## src/rtl/lnc_csr_pkg.sv

```systemverilog
// Package: shared register 0 bit positions, masks and the register word type.
// Assumes a 16-bit host data path.
package lnc_csr_pkg;
    localparam int WORD_W = 16;
    typedef logic [WORD_W-1:0] word_t;

    localparam int B_INIT = 0;
    localparam int B_STRT = 1;
    localparam int B_STOP = 2;
    localparam int B_TDMD = 3;
    localparam int B_TXON = 4;
    localparam int B_RXON = 5;
    localparam int B_INEA = 6;
    localparam int B_INTR = 7;
    localparam int B_IDON = 8;
    localparam int B_TINT = 9;
    localparam int B_RINT = 10;
    localparam int B_MERR = 11;
    localparam int B_MISS = 12;
    localparam int B_CERR = 13;
    localparam int B_BABL = 14;
    localparam int B_ERR  = 15;

    localparam word_t STOP_ONLY = word_t'(1) << B_STOP;
    localparam word_t W1C_MASK  = (word_t'(1) << B_IDON) | (word_t'(1) << B_TINT)
                                | (word_t'(1) << B_RINT) | (word_t'(1) << B_MERR)
                                | (word_t'(1) << B_MISS) | (word_t'(1) << B_CERR)
                                | (word_t'(1) << B_BABL);

    typedef enum logic [1:0] {
        SEL_CMD  = 2'd0,
        SEL_ADLO = 2'd1,
        SEL_ADHI = 2'd2,
        SEL_BUS  = 2'd3
    } reg_sel_t;
endpackage

```

## src/rtl/lnc_init_timer.sv

```systemverilog
// Module: counts the initialisation latency and pulses done on its last edge.
// Assumes LATENCY >= 1. A new start restarts the count; abort cancels it.
module lnc_init_timer #(
    parameter int LATENCY = 8
) (
    input  logic clk,
    input  logic rst_n,
    input  logic start_i,
    input  logic abort_i,
    output logic done_o
);
    localparam int CW = $clog2(LATENCY + 1);

    logic [CW-1:0] cnt_q;

    // Done is raised on the edge where the count runs out.
    assign done_o = (cnt_q == CW'(1));

    // Load, count down or cancel the pending initialisation.
    always_ff @(posedge clk) begin
        if (!rst_n || abort_i) begin
            cnt_q <= '0;
        end else if (start_i) begin
            cnt_q <= CW'(LATENCY);
        end else if (cnt_q != '0) begin
            cnt_q <= cnt_q - CW'(1);
        end
    end

    AST_DONE_ENDS_COUNT: assert property (@(posedge clk) disable iff (!rst_n)
        (done_o && !start_i) |=> !done_o) else $error("done held");
endmodule

```

## src/rtl/lnc_cmd_status.sv

```systemverilog
// Module: register 0, with its commands, sticky status, summaries and event capture.
// Assumes wr_i is a data-port write while register 0 is selected.
module lnc_cmd_status
    import lnc_csr_pkg::*;
(
    input  logic  clk,
    input  logic  rst_n,
    input  logic  wr_i,
    input  word_t wdata_i,
    input  logic  init_done_i,
    input  logic  ev_tx_i,
    input  logic  ev_rx_i,
    input  logic  ev_babl_i,
    input  logic  ev_cerr_i,
    input  logic  ev_miss_i,
    input  logic  ev_merr_i,
    output word_t rdata_o,
    output logic  stopped_o,
    output logic  init_start_o,
    output logic  stop_cmd_o
);
    word_t q, nxt;
    logic  err, intr;

    assign stop_cmd_o   = wr_i && wdata_i[B_STOP];
    assign init_start_o = wr_i && wdata_i[B_INIT] && !wdata_i[B_STOP];
    assign stopped_o    = q[B_STOP];

    // Summary bits derived from the stored status.
    assign err  = q[B_BABL] | q[B_CERR] | q[B_MISS] | q[B_MERR];
    assign intr = err | q[B_RINT] | q[B_TINT] | q[B_IDON];

    // Read view: the stored bits with the two summaries filled in.
    always_comb begin
        rdata_o         = q;
        rdata_o[B_ERR]  = err;
        rdata_o[B_INTR] = intr;
    end

    // Next state when no STOP is written: commands, clears, completion, events.
    always_comb begin
        nxt         = q;
        nxt[B_TDMD] = 1'b0;
        if (wr_i) begin
            nxt         = nxt & ~(wdata_i & W1C_MASK);
            nxt[B_INEA] = wdata_i[B_INEA];
            if (wdata_i[B_INIT]) begin
                nxt[B_INIT] = 1'b1;
                nxt[B_STOP] = 1'b0;
            end
            if (wdata_i[B_STRT]) begin
                nxt[B_STRT] = 1'b1;
                nxt[B_TXON] = 1'b1;
                nxt[B_RXON] = 1'b1;
                nxt[B_STOP] = 1'b0;
            end
            if (wdata_i[B_TDMD]) begin
                nxt[B_TDMD] = 1'b1;
            end
        end
        if (init_done_i) begin
            nxt[B_IDON] = 1'b1;
            nxt[B_INIT] = 1'b0;
        end
        if (!q[B_STOP]) begin
            nxt[B_TINT] = nxt[B_TINT] | ev_tx_i;
            nxt[B_RINT] = nxt[B_RINT] | ev_rx_i;
            nxt[B_BABL] = nxt[B_BABL] | ev_babl_i;
            nxt[B_CERR] = nxt[B_CERR] | ev_cerr_i;
            nxt[B_MISS] = nxt[B_MISS] | ev_miss_i;
            nxt[B_MERR] = nxt[B_MERR] | ev_merr_i;
        end
    end

    // Register update; a STOP write forces the stopped state.
    always_ff @(posedge clk) begin
        if (!rst_n || stop_cmd_o) begin
            q <= STOP_ONLY;
        end else begin
            q <= nxt;
        end
    end

    AST_STOP_READBACK: assert property (@(posedge clk) disable iff (!rst_n)
        stop_cmd_o |=> (rdata_o == STOP_ONLY)) else $error("stop readback");
    AST_TDMD_ONE_CYCLE: assert property (@(posedge clk) disable iff (!rst_n)
        (q[B_TDMD] && !(wr_i && wdata_i[B_TDMD])) |=> !q[B_TDMD]) else $error("tdmd held");
    AST_IDON_ON_DONE: assert property (@(posedge clk) disable iff (!rst_n)
        (init_done_i && !stop_cmd_o) |=> q[B_IDON]) else $error("idon missing");
    AST_START_LEAVES_STOP: assert property (@(posedge clk) disable iff (!rst_n)
        (wr_i && wdata_i[B_STRT] && !wdata_i[B_STOP]) |=> (!q[B_STOP] && q[B_TXON] && q[B_RXON])) else $error("start");
endmodule

```

## src/rtl/lnc_cfg_regs.sv

```systemverilog
// Module: registers 1 to 3 (init block address halves and bus control).
// Assumes 17 <= ADDR_W <= 32; writes are accepted only while stopped.
module lnc_cfg_regs
    import lnc_csr_pkg::*;
#(
    parameter int ADDR_W = 24
) (
    input  logic     clk,
    input  logic     rst_n,
    input  logic     wr_i,
    input  reg_sel_t sel_i,
    input  word_t    wdata_i,
    input  logic     stopped_i,
    output word_t    adlo_o,
    output word_t    adhi_o,
    output word_t    bus_o
);
    localparam int HI_W  = ADDR_W - WORD_W;
    localparam int BUS_W = 3;

    logic [HI_W-1:0]  hi_q;
    logic [BUS_W-1:0] bus_q;
    logic             wr_ok;

    assign wr_ok = wr_i && stopped_i;

    // Store the writable fields, locked while the controller runs.
    always_ff @(posedge clk) begin
        if (!rst_n) begin
            adlo_o <= '0;
            hi_q   <= '0;
            bus_q  <= '0;
        end else if (wr_ok) begin
            if (sel_i == SEL_ADLO) adlo_o <= wdata_i;
            if (sel_i == SEL_ADHI) hi_q   <= wdata_i[HI_W-1:0];
            if (sel_i == SEL_BUS)  bus_q  <= wdata_i[BUS_W-1:0];
        end
    end

    // Zero-extend the high address part unless it fills the word.
    generate
        if (HI_W == WORD_W) begin : g_hi_full
            assign adhi_o = hi_q;
        end else begin : g_hi_part
            assign adhi_o = {{(WORD_W-HI_W){1'b0}}, hi_q};
        end
    endgenerate

    assign bus_o = {{(WORD_W-BUS_W){1'b0}}, bus_q};

    AST_CFG_LOCKED: assert property (@(posedge clk) disable iff (!rst_n)
        !stopped_i |=> ($stable(adlo_o) && $stable(hi_q) && $stable(bus_q))) else $error("cfg changed");
endmodule

```

## src/rtl/lnc_csr_file.sv

```systemverilog
// Module: top; holds the register pointer and routes host accesses and reads.
// Assumes a single host and combinational read of the selected register.
module lnc_csr_file
    import lnc_csr_pkg::*;
#(
    parameter int INIT_LATENCY = 8,
    parameter int INIT_ADDR_W  = 24
) (
    input  logic        clk,
    input  logic        rst_n,
    input  logic        host_we,
    input  logic        host_ptr_sel,
    input  logic [15:0] host_wdata,
    output logic [15:0] host_rdata,
    input  logic        ev_tx_done,
    input  logic        ev_rx_done,
    input  logic        ev_babble,
    input  logic        ev_collision,
    input  logic        ev_miss,
    input  logic        ev_mem_err,
    output logic        irq_o
);
    reg_sel_t ptr_q;
    word_t    cmd_rd, adlo, adhi, busc;
    logic     data_wr, cmd_wr, stopped, init_start, stop_cmd, init_done;

    assign data_wr = host_we && !host_ptr_sel;
    assign cmd_wr  = data_wr && (ptr_q == SEL_CMD);

    // Register pointer, loaded from the address port.
    always_ff @(posedge clk) begin
        if (!rst_n) begin
            ptr_q <= SEL_CMD;
        end else if (host_we && host_ptr_sel) begin
            ptr_q <= reg_sel_t'(host_wdata[1:0]);
        end
    end

    lnc_cmd_status u_cmd (
        .clk          (clk),
        .rst_n        (rst_n),
        .wr_i         (cmd_wr),
        .wdata_i      (host_wdata),
        .init_done_i  (init_done),
        .ev_tx_i      (ev_tx_done),
        .ev_rx_i      (ev_rx_done),
        .ev_babl_i    (ev_babble),
        .ev_cerr_i    (ev_collision),
        .ev_miss_i    (ev_miss),
        .ev_merr_i    (ev_mem_err),
        .rdata_o      (cmd_rd),
        .stopped_o    (stopped),
        .init_start_o (init_start),
        .stop_cmd_o   (stop_cmd)
    );

    lnc_init_timer #(.LATENCY(INIT_LATENCY)) u_timer (
        .clk     (clk),
        .rst_n   (rst_n),
        .start_i (init_start),
        .abort_i (stop_cmd),
        .done_o  (init_done)
    );

    lnc_cfg_regs #(.ADDR_W(INIT_ADDR_W)) u_cfg (
        .clk       (clk),
        .rst_n     (rst_n),
        .wr_i      (data_wr),
        .sel_i     (ptr_q),
        .wdata_i   (host_wdata),
        .stopped_i (stopped),
        .adlo_o    (adlo),
        .adhi_o    (adhi),
        .bus_o     (busc)
    );

    // Read mux over the four registers.
    always_comb begin
        case (ptr_q)
            SEL_CMD:  host_rdata = cmd_rd;
            SEL_ADLO: host_rdata = adlo;
            SEL_ADHI: host_rdata = adhi;
            default:  host_rdata = busc;
        endcase
    end

    assign irq_o = cmd_rd[B_INTR] & cmd_rd[B_INEA];

    AST_ERR_SUMMARY: assert property (@(posedge clk) disable iff (!rst_n)
        (ptr_q == SEL_CMD) |-> (host_rdata[B_ERR] == (|host_rdata[B_BABL:B_MERR]))) else $error("err summary");
    AST_IRQ_GATED: assert property (@(posedge clk) disable iff (!rst_n)
        irq_o |-> (cmd_rd[B_INEA] && cmd_rd[B_INTR])) else $error("irq gating");
endmodule

```

## config.mk

```make
export PLATFORM = sky130hd
export DESIGN_NAME = lnc_csr_file
export DESIGN_NICKNAME = d
export VERILOG_FILES = /design/src/rtl/lnc_csr_pkg.sv /design/src/rtl/lnc_init_timer.sv /design/src/rtl/lnc_cmd_status.sv /design/src/rtl/lnc_cfg_regs.sv /design/src/rtl/lnc_csr_file.sv
export SDC_FILE = /design/constraint.sdc
export NUM_CORES = 1
export LEC_CHECK = 0
export BUFFER_PORTS_ARGS = -buffer_cell sky130_fd_sc_hd__buf_2
export CAP_MARGIN = 0
export CORE_MARGIN = 2
export CORE_UTILIZATION = 54
export CTS_CLUSTER_SIZE = 40
export DETAILED_ROUTE_END_ITERATION = 6
export PLACE_DENSITY = 0.78
export SYNTH_ARGS = -nofsm -noshare
export SYNTH_HDL_FRONTEND = slang
export SYNTH_SLANG_ARGS = --single-unit
export TNS_END_PERCENT = 50
```

## constraint.sdc

```tcl
create_clock -name clk -period 1.7 [get_ports clk]
set_input_delay 0.34 -clock clk [delete_from_list [all_inputs] [get_ports clk]]
set_output_delay 0.34 -clock clk [all_outputs]
set_load 0.005 [all_outputs]
```

* Yosys cells after proc, flatten, opt, wreduce, memory -nomap -nowiden
Index checks and enable logic that the tools add are counted. Widths: inputs -> output; s select.
Operators by class: mux-type cells 11, $add $sub $neg 1, equal/unequal tests 4, reductions and logical operators 21, bitwise logic cells 16
Operators with widths (number):
- $pmux 16 s3 | 1
- $and 16x16->16 | 1
- $not 15->16 | 1
- $mux 15 | 1
- $or 1x1->1 | 12
- $mux 4 | 2
- $logic_and 1x1->1 | 7
- $mux 6 | 1
- $reduce_and 2->1 | 3
- $reduce_or 2->1 | 3
- $eq 2x2->1 const B | 2
- $eq 4x1->1 const B | 1
- $mux 1 | 4
- $mux 2 | 2
- $reduce_bool 2->1 | 2
- $reduce_bool 4->1 | 1
- $sub 4x1->4 const B | 1
- $logic_not 1->1 | 3
- $eq 2x1->1 const B | 1
- $logic_not 2->1 | 1
- $and 1x1->1 | 1
- $logic_or 1x1->1 | 1
- $not 1->1 | 1
Storage, ports and cells: input bits 26, bits in registers 49, output and inout bits 17, word-level logic and storage cells 64

* Longest topological paths before layout
Gate-level depths: netlist of the first run.
depth in word-level cells 7, depth in mapped cells 6, gate-level depth less buffers 5

* Hierarchy
From an unflattened synthesis of the first run, not the netlist that was laid out.
Second synthesis, totals: cell total of the unflattened synthesis 247, area total of the unflattened synthesis 2571.2 µm²
Modules (own cells, without submodules):
- lnc_cfg_regs | cells an instance 130, area an instance 1218.7 µm², times used 1, sequential area each 540.5 µm²
- lnc_cmd_status | cells an instance 60, area an instance 576.8 µm², times used 1, sequential area each 280.3 µm²
- lnc_csr_file | cells an instance 31, area an instance 534.3 µm², times used 1, sequential area each 40.0 µm²
- lnc_init_timer | cells an instance 26, area an instance 241.5 µm², times used 1, sequential area each 80.1 µm²

* Worst setup path before layout of the first run
OpenSTA, ideal clock, no wires.
path kind input-to-reg, start point in host_ptr_sel, end point reg u_cmd.q[1], library setup time 0.117 ns, buffers on the path 3, setup slack 0.118 ns, stages on the path 6, arrival 1.465 ns, required time 1.583 ns, cell sequence buf_2 > or3b_1 > buf_2 > o21ai_4 > buf_2 > nor2_1
On the way: cells in the longest elaborated chain, start to end 5
Ends and longest elaborated chain:
- start: declaration | RTL line lnc_csr_file.sv:12 | input logic host_ptr_sel,
- $logic_not 1->1 (*) | RTL line lnc_csr_file.sv:27 | assign data_wr = host_we && !host_ptr_sel;
- $logic_and 1x1->1 (*) | RTL line lnc_csr_file.sv:27
- $logic_and 1x1->1 (*) | RTL line lnc_csr_file.sv:28 | assign cmd_wr = data_wr && (ptr_q == SEL_CMD);
- $logic_and 1x1->1 | RTL line lnc_cmd_status.sv:25 | assign stop_cmd_o = wr_i && wdata_i[B_STOP];
- $logic_or 1x1->1 | RTL line lnc_cmd_status.sv:77 | if (!rst_n || stop_cmd_o) begin
- end signal: assignment | RTL line lnc_cmd_status.sv:80 | q <= nxt;
- end: declaration | RTL line lnc_cmd_status.sv:22 | word_t q, nxt;
Every way passes the cells marked *; elsewhere a longest branch is shown, timed or not. A chain may end at the register's enable or synchronous reset.

* Worst setup path in the final report of the first run
start point reg u_cmd.q[13], end point out host_rdata[15]
On the way: cells in the longest elaborated chain, start to end 4
Ends and longest elaborated chain:
- $or 1x1->1 (3 in series) | RTL line lnc_cmd_status.sv:30 | assign err = q[B_BABL] | q[B_CERR] | q[B_MISS] | q[B_MERR];
- $pmux 16 s3 | RTL line lnc_csr_file.sv:79 | case (ptr_q)
- end: declaration | RTL line lnc_csr_file.sv:14 | output logic [15:0] host_rdata,
No other way between the ends.

==> results of run 1 <==
layout make-up:
cell class | instances | area, µm² | share of cell area
multi-input cells | 191 | 1250 | 0.436
flip-flops and latches | 47 | 951 | 0.331
repair buffers | 72 | 475 | 0.165
clock buffers | 6 | 82.6 | 0.0287
well taps | 50 | 62.6 | 0.0218
inverters | 9 | 33.8 | 0.0117
clock inverters | 2 | 16.3 | 0.00566
routing by layer:
layer  global-route usage  share of wire
met1                0.337           0.43
met2                0.468           0.50
met3               0.0577          0.048
met4               0.0919          0.016
met5                    0              0
how the worst min path moves through the flow:
stage	slack, ns	startpoint	endpoint	cells after the start
finish	0.26	host_wdata[3]	u_cmd.q[3]	3
global route	0.26	host_wdata[3]	u_cmd.q[3]	3
CTS	0.26	host_wdata[3]	u_cmd.q[3]	3
detailed placement	0.46	u_cmd.q[1]	u_cmd.q[1]	2
global placement	0.45	u_cmd.q[1]	u_cmd.q[1]	2
floorplan	0.43	u_cmd.q[1]	u_cmd.q[1]	2
where the power goes:
part           switching [mW]  internal, mW  total (mW)
registers              0.0633          1.17        1.23
clock network           0.397         0.332       0.730
logic                   0.311         0.306       0.617
total                   0.772          1.81        2.58
worst max-delay path, delay by kind of cell, from the launching register on:
kind                   cells  cell delay, ns
buffers and inverters      2            0.25
flip-flops                 1            0.32
multiplexers               1            0.14
AND/OR/NAND/NOR            2            0.59
synthesized netlist by cell type, types with 7 or more instances:
cell,count
nand2_1,14
a21boi_0,28
o21ai_0,35
nor2_1,15
dfxtp_1,47
mux2i_1,12
inv_1,9
nand2b_1,8
buf_2,7
nand3_1,29
a21oi_1,12
clkbuf_1,13
what timing repair did:
| action | in CTS | in global routing |
|---|---|---|
| endpoints found under the hold margin | 0 | 0 |
| setup buffers | 1 | 3 |
| pin swaps | 1 | 0 |
| gates resized for setup | 8 | 3 |
| endpoints found under the setup margin | 16 | 10 |
| hold buffers | 0 | 0 |
cells in the final DEF, fill, tap and decap left out, types with 2 or more instances in the layout:
master    count
o22ai_1       4
buf_6         2
dfxtp_4       2
inv_1         9
nor3_1        4
dfxtp_2       2
buf_2        42
clkbuf_8      6
nand2_1      14
ha_1          3
o21ai_0      35
a21oi_1      12
a21boi_0     28
buf_4        25
dfxtp_1      43
nand3_1      29
mux4_2        3
buf_12        2
mux2i_1      12
nand2b_1      8
nor2_1       15
through the flow:
step | total power [mW] | cell area (µm²) | setup WS (ns)
3_5_place_dp | 1.86 | 2720 | 0.0144
2_1_floorplan | 1.64 | 2340 | 0.118
4_1_cts | 2.58 | 2840 | -0.267
6_report | 2.58 | 2880 | -0.265
5_1_grt | 2.74 | 2880 | -0.337
3_3_place_gp | 1.83 | 2720 | 0.0260
registers in the layout, summed over array words and instances (netlist names):
register,flops
ptr_q,2
u_cfg.hi_q,8
u_cfg.bus_q,3
u_cmd.q,14
u_cfg.adlo_o,16
u_timer.cnt_q,4
logic make-up (layout without fill, tap and decap cells):
family / after synthesis / in the layout / share of synthesized area
compound gates: 86 / 86 / 0.229
xor+xnor: 2 / 2 / 0.00748
fa+ha+maj: 3 / 3 / 0.0160
buf+inv: 33 / 89 / 0.0646
flops: 47 / 47 / 0.402
mux: 16 / 16 / 0.0849
simple gates: 84 / 84 / 0.196
==> flow_summary.yaml, run 1 <==
outcome:
  status: "finished with violations"
  violations: "setup timing"
floorplanning:
  num_rows: 23
  fp.dieW_um: 69.9
  die_area_mm2: 0.00488
  io_pins: 43
  design.core.area_mm2: 0.00409
  start_util: 0.573
  die_h_um: 69.9
cts:
  clock_sinks: 47
  cts_tree: "yes"
  cts-root-buf: "clkbuf_8"
  htreeDepth: 2
  cts.clk_slew.worst_paths_ns: 0.09
  cts_buffers: 5
  clk_path_buf_depth: 2
  clock_latency_ns: 0.31
grt:
  grt_max_degree: 19
  grt_pass1_wl_mm: 10.5
  antenna_found_initial: 0
  grt_use_total: 0.272
  grt_pass1_vias: 2243
  grt_overflow: 0
synth:
  syn_area_per_cell_um2: 8.64
  synth_area_leaders: "dfxtp_1, a21boi_0, o21ai_0, nand3_1, mux2i_1"
  synth_edf_count: 0
  ys_ff_latch: 47
  yosysWarnings: 0
  synth_top_area_share: 0.402
  ys.flop_type: "dfxtp_1"
  syn_area_mm2: 0.00234
  synth_area_leader_cell: "dfxtp_1"
  synth-seq-area-share: 0.402
  synth_cell_types: 43
  syn-num-nets: 300
  netlist_instances: 271
  ys_async_sr_fraction: 0
critical_path:
  cp.required_ns: 1.36
  cp-endpoint: "host_rdata[15]"
  crit_path_end_kind: "output port"
  startpoint: "u_cmd.q[13]"
  cp.arrival_ns: 1.63
  slowest_delay_ns: 0.54
  reg2reg_from: "ptr_q[0]"
  crit_type: "reg2out"
  reg2reg_to: "u_timer.cnt_q[3]"
  reg2reg_slack_ns: 0.07
  critPathSlowestCell: "or4_4"
  cp-start-kind: "flop"
  ff2ff_path_depth: 4
  cp_max_fo: 2
  worstPathCellList: "or4_4, buf_6, mux2i_1, nor2_1, buf_2"
power:
  leakagePower_nw: 1.15
  peakVddDrop_mv: 0.622
  power.density_mw_per_mm2: 897
hold_path:
  hold_path_class: "in2reg"
placement:
  dp_cells: 365
  dp_hpwl_mm: 4.34
  place.gp.congestion: 0.830
  port_buffers: 42
routing:
  wirelength_mm: 6.20
  detail-route-antenna-nets: 0
  vias: 2179
  drtPass1Iterations: 4
  remaining_drc_errors: 0
  wire_per_inst_um: 16.4
  vias_per_cell: 5.78
  drt_iter0_markers: 195
sta:
  period_needed_ns: 1.97
  hold_viol_final: 0
  whs_ns: 0.262
  setup_viol: 6
  fmax_ghz: 0.509
  skew_ns: 0.0101
  slew_violations: 0
  rsz0062_at_grt: "true"
  finalCritPeriodShare: 1.16
  maxSlewHeadroom: 0.700
  tns_ns: -0.808
  tightest_slew_ns: 0.450
  fin_ws_ns: -0.265
layout:
  post-route-util: 0.704
  stdcell_count: 377
  drive_gt1_frac: 0.291
  antenna_cells: 0
  fill_cells: 349
  fin_nets: 355
  area_delta_synth_final_pct: 22.8
flow_run:
  max_cap_violations: 0
(Power assumes the default switching activity.)
==> run 2: changes to the inputs <==
--- a/config.mk
+++ b/config.mk
@@ -12,6 +12,7 @@
 export CTS_CLUSTER_SIZE = 40
 export DETAILED_ROUTE_END_ITERATION = 6
 export PLACE_DENSITY = 0.78
+export REMOVE_ABC_BUFFERS = 1
 export SYNTH_ARGS = -nofsm -noshare
 export SYNTH_HDL_FRONTEND = slang
 export SYNTH_SLANG_ARGS = --single-unit
==> flow_summary.yaml, run 2 (synthesized netlist as in run 1, its figures left out) <==
outcome:
  status: "finished with violations"
  violations: "setup timing"
critical_path:
  ff2ff_path_depth: 5
  cp-start-kind: "flop"
  critPathBufInv: 1
  cp.required_ns: 1.36
  reg2reg_from: "ptr_q[0]"
  reg2reg_slack_ns: 0.06
  crit_type: "reg2out"
  cpLargestDelayFamily: "simple AND/OR/NAND/NOR gates"
  worstPathCellList: "or4_4, nor3_2, o32ai_1, buf_2"
  cp_max_fo: 3
  crit_path_end_kind: "output port"
  reg2reg_to: "u_cmd.q[11]"
  slowest_delay_ns: 0.55
  cp.arrival_ns: 1.53
  critPathSlowestCell: "or4_4"
floorplanning:
  design.core.area_mm2: 0.00409
  num_rows: 23
  fp.dieW_um: 69.9
  io_pins: 43
  die_h_um: 69.9
  start_util: 0.573
  die_area_mm2: 0.00488
sta:
  setup_viol: 6
  fin_ws_ns: -0.169
  tightest_slew_ns: 0.425
  maxSlewHeadroom: 0.716
  slew_violations: 0
  hold_viol_final: 0
  skew_ns: 0.00623
  fmax_ghz: 0.535
  rsz0062_at_grt: "true"
  whs_ns: 0.266
  finalCritPeriodShare: 1.10
  period_needed_ns: 1.87
layout:
  fill_cells: 346
  reg_top3: "u_cfg.adlo_o x16, u_cmd.q x14, u_cfg.hi_q x8"
  drive_gt1_frac: 0.272
  area_delta_synth_final_pct: 19.1
  layout_commonest_cell: "dfxtp_1"
  stdcell_count: 370
  regMostFlops: "u_cfg.adlo_o"
  post-route-util: 0.682
  antenna_cells: 0
  final_cell_mix: "dfxtp_1, buf_2, o21ai_0"
  largest_reg_flops: 16
  fin_nets: 348
cts:
  cts-root-buf: "clkbuf_8"
  cts.clk_slew.worst_paths_ns: 0.08
  clock_sinks: 47
  htreeDepth: 2
  cts_buffers: 5
  clk_path_buf_depth: 2
  clock_latency_ns: 0.30
  cts_tree: "yes"
routing:
  wire_per_inst_um: 15.3
  detail-route-antenna-nets: 0
  drtPass1Iterations: 4
  drt_iter0_markers: 164
  vias: 2103
  remaining_drc_errors: 0
  wirelength_mm: 5.65
  vias_per_cell: 5.68
grt:
  grt_pass1_vias: 1918
  antenna_found_initial: 0
  grt_overflow: 0
  grt_max_degree: 20
  grt_use_total: 0.236
  grt_pass1_wl_mm: 9.15
power:
  leakagePower_nw: 1.11
  finalPower_mw: 2.46
  pwr-share-comb: 0.235
  p_int_mw: 1.75
  switching_share: 0.289
  pwr-share-clk: 0.263
  peakVddDrop_mv: 0.569
  p_seq_frac: 0.502
  power.density_mw_per_mm2: 881
  switchingPower_uw: 711
placement:
  place.gp.congestion: 0.848
  dp_hpwl_mm: 3.90
  port_buffers: 42
  dp_cells: 360
hold_path:
  hold_depth: 3
  holdPathEnd: "u_cmd.q[3]"
  hold_path_class: "in2reg"
  hold_start: "host_wdata[3]"
flow_run:
  max_cap_violations: 0
==> run 2: final cells by class <==
class / instances / area, µm² / share of cell area
Multi-Input combinational cell: 191 / 1260 / 0.452
Sequential cell: 47 / 951 / 0.341
Timing Repair Buffer: 65 / 400 / 0.144
Clock buffer: 7 / 76.3 / 0.0274
Tap cell: 50 / 62.6 / 0.0224
Inverter: 9 / 33.8 / 0.0121
Clock inverter: 1 / 5.00 / 0.00179
==> run 2: routing by layer <==
layer	global-route usage	vias to the layer above	routed length [µm]
met1	0.308	980	2420
met5	0	-	0
li1	-	1048	-
met4	0.0897	0	78
met2	0.392	68	2770
met3	0.0390	7	382
==> run 2: power groups by stage <==
stage / registers [mW] / clock network, mW / logic, mW
finish: 1.23 / 0.646 / 0.577
global route: 1.24 / 0.709 / 0.652
CTS: 1.23 / 0.654 / 0.565
detailed placement: 1.26 / 0 / 0.558
global placement: 1.26 / 0 / 0.548
floorplan: 1.25 / 0 / 0.354
==> run 2: timing repair <==
action,in CTS,in global routing
endpoints found under the setup margin,17,16
hold buffers,0,0
gates resized for setup,8,3
pin swaps,4,2
setup buffers,0,2
==> run 2: worst reg2reg max path, stage by stage (launching register included) <==
cell and delay (ns):
dfxtp_4 0.39, clkbuf_2 0.16, or3b_1 0.44, o21ai_4 0.27, buf_4 0.22, a21oi_1 0.05
==> run 2: how the worst max path moves through the flow <==
stage | startpoint | to | cells past startpoint
floorplan | ptr_q[0] | u_timer.cnt_q[3] | 3
global placement | u_cmd.q[14] | host_rdata[7] | 4
detailed placement | u_cmd.q[14] | host_rdata[7] | 4
CTS | u_cmd.q[11] | host_rdata[7] | 4
global route | u_cmd.q[11] | host_rdata[7] | 4
finish | u_cmd.q[11] | host_rdata[7] | 4
==> run 2: through the flow <==
| step | setup slack [ns] | cell area [µm²] | TNS (ns) |
|---|---|---|---|
| after floorplan | -0.167 | 2220 | -4.32 |
| after global placement | 0.0700 | 2670 | 0 |
| after detailed placement | 0.0307 | 2670 | 0 |
| after CTS | -0.172 | 2770 | -0.465 |
| after global routing | -0.229 | 2790 | -0.745 |
| final | -0.169 | 2790 | -0.441 |
